**src/rtl/spec_led_pkg.sv**
```systemverilog
package spec_led_pkg;

  localparam int COMP_W = 8;

  typedef struct packed {
    logic [COMP_W-1:0] g;
    logic [COMP_W-1:0] r;
    logic [COMP_W-1:0] b;
  } grb_t;

  typedef enum logic [1:0] {
    MODE_SPECTRUM = 2'b00,
    MODE_RAINBOW0 = 2'b01,
    MODE_RAINBOW1 = 2'b10,
    MODE_SOLID    = 2'b11
  } show_mode_e;

  // Fixed hue of one LED along the red-to-violet gradient.
  function automatic grb_t hue_at(input int n, input int leds);
    int   p;
    int   seg;
    int   t;
    grb_t c;
    p   = (leds > 1) ? (n * 1275) / (leds - 1) : 0;
    seg = p / 255;
    t   = p % 255;
    c   = '0;
    case (seg)
      0: begin c.r = 8'd255;          c.g = 8'(t);           c.b = 8'd0;   end
      1: begin c.r = 8'(255 - t);     c.g = 8'd255;          c.b = 8'd0;   end
      2: begin c.r = 8'd0;            c.g = 8'd255;          c.b = 8'(t);  end
      3: begin c.r = 8'd0;            c.g = 8'(255 - t);     c.b = 8'd255; end
      4: begin c.r = 8'(t / 2);       c.g = 8'd0;            c.b = 8'd255; end
      default: begin c.r = 8'd127;    c.g = 8'd0;            c.b = 8'd255; end
    endcase
    return c;
  endfunction

endpackage

```
**src/rtl/spec_bin_store.sv**
```systemverilog
module spec_bin_store #(
  parameter int N_LEDS    = 30,
  parameter int MAG_W     = 8,
  parameter int IDX_W     = 10,
  parameter int LED_IDX_W = 5
) (
  input  logic                 clk_i,
  input  logic                 rst_ni,
  input  logic                 wr_en_i,
  input  logic [IDX_W-1:0]     wr_idx_i,
  input  logic [MAG_W-1:0]     wr_mag_i,
  input  logic [LED_IDX_W-1:0] rd_idx_i,
  output logic [MAG_W-1:0]     rd_mag_o,
  output logic                 commit_o
);

  localparam int                   SLOT_W  = $clog2(N_LEDS);
  localparam logic [IDX_W-1:0]     WR_LAST = IDX_W'(N_LEDS - 1);
  localparam logic [LED_IDX_W-1:0] RD_LAST = LED_IDX_W'(N_LEDS - 1);

  logic [MAG_W-1:0] shadow_q [N_LEDS];
  logic [MAG_W-1:0] disp_q   [N_LEDS];
  logic             wr_hit;
  logic [SLOT_W-1:0] wr_slot;

  assign wr_hit   = wr_en_i && (wr_idx_i <= WR_LAST);
  assign wr_slot  = wr_idx_i[SLOT_W-1:0];
  assign commit_o = wr_en_i && (wr_idx_i == WR_LAST);

  // Shadow bank: filled bin by bin as the transform unloads.
  always_ff @(posedge clk_i or negedge rst_ni) begin
    if (!rst_ni) begin
      for (int i = 0; i < N_LEDS; i++) shadow_q[i] <= '0;
    end else if (wr_hit) begin
      shadow_q[wr_slot] <= wr_mag_i;
    end
  end

  // Display bank: swapped in as a whole when the last bin lands.
  always_ff @(posedge clk_i or negedge rst_ni) begin
    if (!rst_ni) begin
      for (int i = 0; i < N_LEDS; i++) disp_q[i] <= '0;
    end else if (commit_o) begin
      for (int i = 0; i < N_LEDS; i++) begin
        disp_q[i] <= (i == N_LEDS - 1) ? wr_mag_i : shadow_q[i];
      end
    end
  end

  assign rd_mag_o = (rd_idx_i <= RD_LAST) ? disp_q[rd_idx_i[SLOT_W-1:0]] : '0;

endmodule

```
**src/rtl/spec_hue_rom.sv**
```systemverilog
module spec_hue_rom
  import spec_led_pkg::*;
#(
  parameter int N_LEDS    = 30,
  parameter int LED_IDX_W = 5
) (
  input  logic [LED_IDX_W-1:0] idx_i,
  output grb_t                 hue_o,
  output logic                 in_range_o
);

  localparam int                   SLOT_W = $clog2(N_LEDS);
  localparam logic [LED_IDX_W-1:0] LAST   = LED_IDX_W'(N_LEDS - 1);

  grb_t tbl [N_LEDS];

  for (genvar n = 0; n < N_LEDS; n++) begin : g_hue
    localparam grb_t HUE = hue_at(n, N_LEDS);
    assign tbl[n] = HUE;
  end

  assign in_range_o = (idx_i <= LAST);
  assign hue_o      = in_range_o ? tbl[idx_i[SLOT_W-1:0]] : '0;

endmodule

```
**src/rtl/spec_pixel_scale.sv**
```systemverilog
module spec_pixel_scale
  import spec_led_pkg::*;
#(
  parameter int MAG_W  = 8,
  parameter int GAIN_W = 3
) (
  input  logic [MAG_W-1:0]  mag_i,
  input  logic [GAIN_W-1:0] gain_i,
  input  show_mode_e        mode_i,
  input  grb_t              hue_i,
  input  logic              in_range_i,
  output grb_t              px_o
);

  localparam int                SH_W = MAG_W + (1 << GAIN_W) - 1;
  localparam logic [SH_W-1:0]   SAT  = SH_W'((1 << COMP_W) - 1);

  logic [SH_W-1:0]   shifted;
  logic [COMP_W-1:0] level;
  grb_t              dimmed;

  function automatic logic [COMP_W-1:0] dim(input logic [COMP_W-1:0] c,
                                            input logic [COMP_W-1:0] lv);
    logic [2*COMP_W:0] prod;
    prod = (2*COMP_W+1)'(c) * ((2*COMP_W+1)'(lv) + 1'b1);
    return prod[2*COMP_W-1:COMP_W];
  endfunction

  assign shifted = SH_W'(mag_i) << gain_i;
  assign level   = (shifted > SAT) ? '1 : shifted[COMP_W-1:0];

  assign dimmed.g = dim(hue_i.g, level);
  assign dimmed.r = dim(hue_i.r, level);
  assign dimmed.b = dim(hue_i.b, level);

  always_comb begin
    px_o = '0;
    if (in_range_i) begin
      unique case (mode_i)
        MODE_SPECTRUM:                px_o = dimmed;
        MODE_RAINBOW0, MODE_RAINBOW1: px_o = hue_i;
        MODE_SOLID: begin
          px_o.g = '1;
          px_o.r = '1;
          px_o.b = '0;
        end
        default:                      px_o = '0;
      endcase
    end
  end

endmodule

```
**src/rtl/spec_led_mapper.sv**
```systemverilog
module spec_led_mapper
  import spec_led_pkg::*;
#(
  parameter int N_LEDS    = 30,
  parameter int MAG_W     = 8,
  parameter int IDX_W     = 10,
  parameter int GAIN_W    = 3,
  parameter int LED_IDX_W = $clog2(N_LEDS)
) (
  input  logic                 clk_i,
  input  logic                 rst_ni,
  input  logic                 bin_valid_i,
  output logic                 bin_ready_o,
  input  logic [IDX_W-1:0]     bin_idx_i,
  input  logic [MAG_W-1:0]     bin_mag_i,
  input  logic [GAIN_W-1:0]    gain_i,
  input  logic [1:0]           mode_i,
  input  logic [LED_IDX_W-1:0] led_idx_i,
  output logic [3*COMP_W-1:0]  led_color_o
);

  logic [MAG_W-1:0] rd_mag;
  logic             store_commit;
  grb_t             hue;
  logic             in_range;
  grb_t             px;
  grb_t             color_q;

  assign bin_ready_o = 1'b1;

  spec_bin_store #(
    .N_LEDS(N_LEDS), .MAG_W(MAG_W), .IDX_W(IDX_W), .LED_IDX_W(LED_IDX_W)
  ) u_store (
    .clk_i    (clk_i),
    .rst_ni   (rst_ni),
    .wr_en_i  (bin_valid_i && bin_ready_o),
    .wr_idx_i (bin_idx_i),
    .wr_mag_i (bin_mag_i),
    .rd_idx_i (led_idx_i),
    .rd_mag_o (rd_mag),
    .commit_o (store_commit)
  );

  spec_hue_rom #(
    .N_LEDS(N_LEDS), .LED_IDX_W(LED_IDX_W)
  ) u_hue (
    .idx_i      (led_idx_i),
    .hue_o      (hue),
    .in_range_o (in_range)
  );

  spec_pixel_scale #(
    .MAG_W(MAG_W), .GAIN_W(GAIN_W)
  ) u_scale (
    .mag_i      (rd_mag),
    .gain_i     (gain_i),
    .mode_i     (show_mode_e'(mode_i)),
    .hue_i      (hue),
    .in_range_i (in_range),
    .px_o       (px)
  );

  always_ff @(posedge clk_i or negedge rst_ni) begin
    if (!rst_ni) color_q <= '0;
    else         color_q <= px;
  end

  assign led_color_o = color_q;

endmodule

```
**config.mk**
```make
export PLATFORM = sky130hd
export DESIGN_NAME = spec_led_mapper
export DESIGN_NICKNAME = d
export VERILOG_FILES = /design/src/rtl/spec_led_pkg.sv /design/src/rtl/spec_bin_store.sv /design/src/rtl/spec_hue_rom.sv /design/src/rtl/spec_pixel_scale.sv /design/src/rtl/spec_led_mapper.sv
export SDC_FILE = /design/constraint.sdc
export NUM_CORES = 1
export LEC_CHECK = 0
export ABC_AREA = 1
export BUFFER_PORTS_ARGS = -buffer_cell sky130_fd_sc_hd__buf_2
export CAP_MARGIN = 15
export CORE_ASPECT_RATIO = 0.6
export CORE_MARGIN = 2
export CORE_UTILIZATION = 45
export CTS_BUF_LIST = sky130_fd_sc_hd__clkbuf_8
export DETAILED_ROUTE_END_ITERATION = 12
export GPL_ROUTABILITY_DRIVEN = 0
export PLACE_DENSITY = 0.64
export SKIP_CTS_REPAIR_TIMING = 1
export SLEW_MARGIN = 20
export SYNTH_ARGS = -nofsm -noshare
export SYNTH_HDL_FRONTEND = slang
export SYNTH_SLANG_ARGS = --single-unit
export TNS_END_PERCENT = 5
```
**constraint.sdc**
```tcl
create_clock -name clk_i -period 7.02 [get_ports clk_i]
set_clock_uncertainty 0.15 [all_clocks]
set_input_delay 0.702 -clock clk_i [delete_from_list [all_inputs] [get_ports clk_i]]
set_output_delay 0.702 -clock clk_i [all_outputs]
set_load 0.03 [all_outputs]
```
==> results of run 1 <==
cells by family after synthesis:
group           synth area share, %
fa+ha+maj                      13.0
mux                            8.69
flops                          42.7
simple gates                   20.2
buf+inv                        7.73
compound gates                 7.20
other cells                  0.0129
xor+xnor                      0.448
through the flow:
stage / hold slack [ns] / total power [mW] / cells / cell area, µm² / utilization [%]
2_1_floorplan: 0.256 / 6.98 / 3393 / 29100 / -
3_3_place_gp: 0.315 / 9.51 / 4363 / 31700 / 49.4
3_5_place_dp: 0.319 / 9.53 / 4363 / 31700 / 49.4
4_1_cts: -0.124 / 12.1 / 4489 / 33200 / 51.7
5_1_grt: 0.101 / 13.7 / 4499 / 33500 / 52.2
6_report: 0.111 / 12.6 / 4500 / 33500 / 52.3
metal layers:
layer,global-route usage [%],vias to the layer above,share of wire (%)
li1,-,11100,-
met4,5.42,0,1.5
met2,32.8,829,38
met3,7.96,92,9.5
met1,40.2,11200,51
met5,0,-,0
cell type report:
| type | instances | area, µm² |
|---|---|---|
| Fill cell | 6020 | 30600 |
| Tap cell | 851 | 1060 |
| Inverter | 402 | 1520 |
| Clock inverter | 38 | 307 |
| Antenna cell | 6 | 15.0 |
| Multi-Input combinational cell | 2334 | 14700 |
| Sequential cell | 496 | 12400 |
| Clock buffer | 88 | 1210 |
| Timing Repair Buffer | 285 | 2330 |
placed cells by master, fill, tap and decap left out, types with 3 or more instances in the layout:
| cell type | count |
|---|---|
| xnor2_1 | 3 |
| nor2_1 | 257 |
| ha_1 | 100 |
| inv_2 | 12 |
| o21bai_1 | 3 |
| a31oi_1 | 3 |
| bufinv_16 | 4 |
| nand2_1 | 980 |
| buf_12 | 24 |
| o21ai_1 | 12 |
| buf_2 | 52 |
| o21a_1 | 4 |
| nor2_2 | 12 |
| o211ai_1 | 10 |
| clkinv_2 | 6 |
| nor3b_1 | 3 |
| nand2_2 | 10 |
| dfrtp_1 | 496 |
| nor3_1 | 21 |
| a21oi_2 | 8 |
| fa_1 | 120 |
| diode_2 | 6 |
| inv_1 | 400 |
| nand3_2 | 3 |
| o21ai_0 | 289 |
| mux2_2 | 224 |
| nor3_2 | 3 |
| a21o_1 | 4 |
| buf_4 | 205 |
| nand4_1 | 16 |
| ha_2 | 4 |
| clkinv_1 | 8 |
| or2_2 | 21 |
| inv_6 | 3 |
| clkbuf_8 | 88 |
| nand3_1 | 129 |
| ha_4 | 6 |
| a21oi_1 | 52 |
| xor2_1 | 8 |
report_power, final:
part | switching, mW | internal [mW] | total, mW
clock network | 1.19 | 1.30 | 2.48
registers | 0.0295 | 2.94 | 2.97
logic | 4.04 | 3.14 | 7.18
total | 5.26 | 7.38 | 12.6
worst max-delay path: cells and delay by family:
| kind | cells | cell delay (ns) |
|---|---|---|
| simple gates | 19 | 1.91 |
| buf+inv | 10 | 1.23 |
| compound gates | 3 | 0.65 |
| xor+xnor | 1 | 0.34 |
| fa+ha+maj | 5 | 2.37 |
flip-flops by register name, summed over array words and instances, names as in the netlist:
register and cells:
u_store.disp_q 240, u_store.shadow_q 232, led_color_o 24
path summary, 6_finish.rpt:
kind	cells past startpoint	startpoint	slack, ns	to
max in group asynchronous	4	rst_ni	4.51	u_store.shadow_q[35]
hold reg to reg	2	u_store.shadow_q[165]	0.33	u_store.shadow_q[165]
setup / recovery	38	led_idx_i[0]	0.21	led_color_o[12]
setup reg to reg	35	u_store.disp_q[11]	0.40	led_color_o[12]
min in group asynchronous	2	rst_ni	0.46	u_store.shadow_q[206]
hold / removal	3	bin_mag_i[5]	0.11	u_store.shadow_q[13]
==> results.txt, run 1 <==
status -> finished, final reports clean
Mapped Nets -> 3,654
Synth top cells by count -> nand2_1, dfrtp_1, inv_1
sequential element share of the synthesized area -> 42.7%
worst-path fanout max -> 17
Clk Latency, worst-skew pair -> 0.69 ns
DP Worst Slack -> -0.737 ns
type of origin of the critical path -> input pin
largest net degree at the start of global routing -> 173
first-pass GRT wire length -> 132,000 µm
FF+latch count, synth -> 496
RSZ-0062 raised after global routing -> yes
post-route clock period utilization -> 97.0%
clk buf depth -> 3
DIE AREA -> 66,600 µm²
H-tree level count -> 3
Pre-antenna DRT Iters -> 6
io pins -> 56
Crit. End Element -> register
most used cell, CP -> nand2_1
Synth warnings -> 0
Min-Delay Path Class -> input pin to register
Synth async-reset ratio -> 100%
top-area cell type share of the netlist area -> 42.7%
top post-synthesis cells by area -> dfrtp_1, nand2_1, mux2_2, fa_1, o21ai_0
Mapped Cells -> 3,393
Area Growth Syn to Fin -> 15.4%
die width -> 332 µm
final hold violation count -> 0
count of final max-slew check failures -> 0
initial drt markers -> 2,400
library cells used by synthesis -> 48
EDFF count, synth -> 0
area leader, netlist -> dfrtp_1
fmax -> 147 MHz
Die Ht -> 201 µm
synthesized area -> 29,000 µm²
critical path's slowest cell -> fa_1
post-detail-place hpwl -> 58,700 µm
clock sink total -> 496
initial antenna violation count -> 6
layout cell share with drive strength beyond 1 -> 19.5%
root buffer cell -> clkbuf_8
minimum clock period -> 6.81 ns
core area -> 64,100 µm²
Buffers on Ports -> 54
slew margin rel. -> 29.7%
Peak supply drop -> 0.000411 V
Remaining Overflow, GRT -> 0
Worst Tran Pin Value -> 1.05 ns
Crit path required time -> 7.46 ns
number of buffers created by CTS -> 75
via count -> 23,200
GRT Util Overall -> 25.2%
initial core utilization -> 45.3%
Setup TNS Final -> 0 ns
Critical Path AT -> 7.25 ns
CTS tree -> yes
Max Cap Viol -> 0
most frequent cell after synthesis -> nand2_1
vias in the first global route -> 22,600
Worst Setup Slack, final -> 0.209 ns
Pleak -> 17.8 nW
Setup CP Type -> input pin to register
mean post-synth cell area -> 8.56 µm²
drt via density -> 5.16
Final Setup Violations -> 0
critical path's largest stage delay -> 0.56 ns
remaining antenna violation count -> 0
wirelength, routed -> 81,700 µm
fin nets -> 3,855
WL per Instance -> 18.2 µm
P per Cell Area -> 377 nW/µm²
Residual DRC -> 0
row count -> 72
Clk pin slew, worst setup/hold paths -> 0.06 ns
Most used DFF post-synth -> dfrtp_1
(Power assumes the default switching activity.)
==> run 2, diff against run 1 <==
REMOVE_ABC_BUFFERS = 1   (was default)
==> run 2 against run 1 <==
Compared with the run above: the flow now finishes with violations (negative hold slack); critical path depth rose by 9; die area did not move; sequential power barely moved; via count rose by 0.95%; hold slack got worse by 0.14 ns; final area rose by 1.2%; register-to-register slack got worse by 0.04 ns; non-clock buffer count rose by 22; final cell count rose by 0.71%; global-route usage fell by 0.33 points; sequential share of layout area fell by 0.45 points; critical path type unchanged.
==> results.txt, run 2 (synthesis gave the netlist of run 1 again) <==
status -> finished, violations left
failing checks -> negative hold slack
fmax -> 149 MHz
WL per Instance -> 18.2 µm
initial antenna violation count -> 4
initial drt markers -> 2,726
post-route clock period utilization -> 95.6%
Area Growth Syn to Fin -> 16.8%
Crit path required time -> 7.44 ns
Residual DRC -> 0
number of buffers created by CTS -> 77
Fillers -> 5,998
fin cells -> 4,532
Die Ht -> 201 µm
H-tree level count -> 3
most common cell after layout, fill and taps aside -> nand2_1
drt via density -> 5.18
wirelength, routed -> 82,600 µm
Pleak -> 18.0 nW
Pre-antenna DRT Iters -> 6
row count -> 72
Worst Tran Pin Value -> 1.13 ns
Min-Delay Path Class -> input pin to async pin
Buffers on Ports -> 54
post-detail-place hpwl -> 57,900 µm
fin nets -> 3,879
RSZ-0062 raised after global routing -> yes
largest net degree at the start of global routing -> 205
worst-path fanout max -> 10
Post-DP Area -> 31,700 µm²
DIE AREA -> 66,600 µm²
WHS -> -0.0340 ns
most frequent cells in the layout -> nand2_1, dfrtp_1, inv_1
io pins -> 56
CTS tree -> yes
CP Buf/Inv Count -> 12
vias in the first global route -> 22,400
max reg flops -> 240
delay-heaviest family, CP -> adder cells
Setup CP Type -> input pin to register
Crit. End Element -> register
Remaining Overflow, GRT -> 0
clk buf depth -> 3
remaining antenna violation count -> 0
slew margin rel. -> 24.5%
Post-Place Cells -> 4,378
count of final max-slew check failures -> 0
critical path's largest stage delay -> 0.56 ns
core area -> 64,100 µm²
Clk Latency, worst-skew pair -> 0.68 ns
type of origin of the critical path -> input pin
P per Cell Area -> 378 nW/µm²
most used cell, CP -> nand2_1
root buffer cell -> clkbuf_8
total power draw -> 12.8 mW
layout cell share with drive strength beyond 1 -> 20.4%
Layout Utilization -> 52.9%
Final Setup Violations -> 0
GRT Util Overall -> 24.9%
critical path's slowest cell -> fa_1
Max Cap Viol -> 0
final hold violation count -> 37
Peak supply drop -> 0.000442 V
Critical Path AT -> 7.14 ns
largest reg by FF count -> u_store.disp_q
initial core utilization -> 45.3%
die width -> 332 µm
post-route cell area -> 33,900 µm²
clock sink total -> 496
Clk pin slew, worst setup/hold paths -> 0.07 ns
minimum clock period -> 6.71 ns
first-pass GRT wire length -> 130,000 µm
via count -> 23,500
-- run 2: cell count changes in the layout (fill, tap and decap cells not counted), moves of 5 or more --
cell / previous run / this run
inv_1: 400 / 405
buf_6: 1 / 11
nand2_1: 980 / 970
clkbuf_16: 0 / 5
buf_4: 205 / 217
clkbuf_8: 88 / 95
nand2_2: 10 / 20
buf_12: 24 / 18
-- run 2: cell type report --
type	count	area (µm²)	area share, %
Multi-Input combinational cell	2334	14800	43.5
Sequential cell	496	12400	36.6
Timing Repair Buffer	307	2570	7.58
Inverter	402	1530	4.50
Clock buffer	95	1310	3.85
Tap cell	851	1060	3.14
Clock inverter	42	277	0.815
Antenna cell	5	12.5	0.0369
-- run 2: worst paths after layout --
kind / startpoint / cells after the start / slack, ns / to
min in group clk_i: bin_mag_i[6] / 3 / 0.12 / u_store.shadow_q[14]
worst max register to register: u_store.disp_q[162] / 44 / 0.36 / led_color_o[14]
worst min register to register: u_store.shadow_q[151] / 1 / 0.33 / u_store.disp_q[151]
worst min-delay path: rst_ni / 1 / -0.03 / u_store.disp_q[94]
max in group asynchronous: rst_ni / 2 / 5.15 / led_color_o[11]
worst max-delay path: led_idx_i[0] / 47 / 0.31 / led_color_o[14]
-- run 2: stage by stage --
step | TNS (ns) | worst slack, ns | hold slack [ns]
after floorplan | -892.81 | -3.56 | 0.256
after global placement | -11.62 | -0.678 | 0.314
after detailed placement | -12.08 | -0.654 | 0.319
after CTS | 0 | 0.0168 | -0.0440
after global routing | -0.414 | -0.0617 | 0.00402
final | 0 | 0.306 | -0.0340
-- run 2: routing by layer --
layer / track usage, % / wire length (µm) / up-vias
met5: 0 / 0 / -
met4: 5.45 / 1200 / 0
met3: 5.54 / 7370 / 85
met2: 31.5 / 30800 / 813
met1: 41.9 / 43200 / 11400
li1: - / - / 11200
-- run 2: worst reg2reg max path: cells and delay by family (launching register included) --
| family | cells | cell delay [ns] |
|---|---|---|
| AOI/OAI and AO/OA | 2 | 0.44 |
| adders and majority gates | 6 | 2.48 |
| and+or+nand+nor | 27 | 2.36 |
| DFF | 1 | 0.39 |
| buffers and inverters | 9 | 0.79 |
-- run 2: power breakdown --
group          internal, mW  switching, mW  leakage, nW  total, mW
registers              2.94         0.0254         6.83       2.97
clock network          1.34           1.19        0.908       2.53
logic                  3.29           4.05         10.3       7.33
total                  7.56           5.26         18.0       12.8
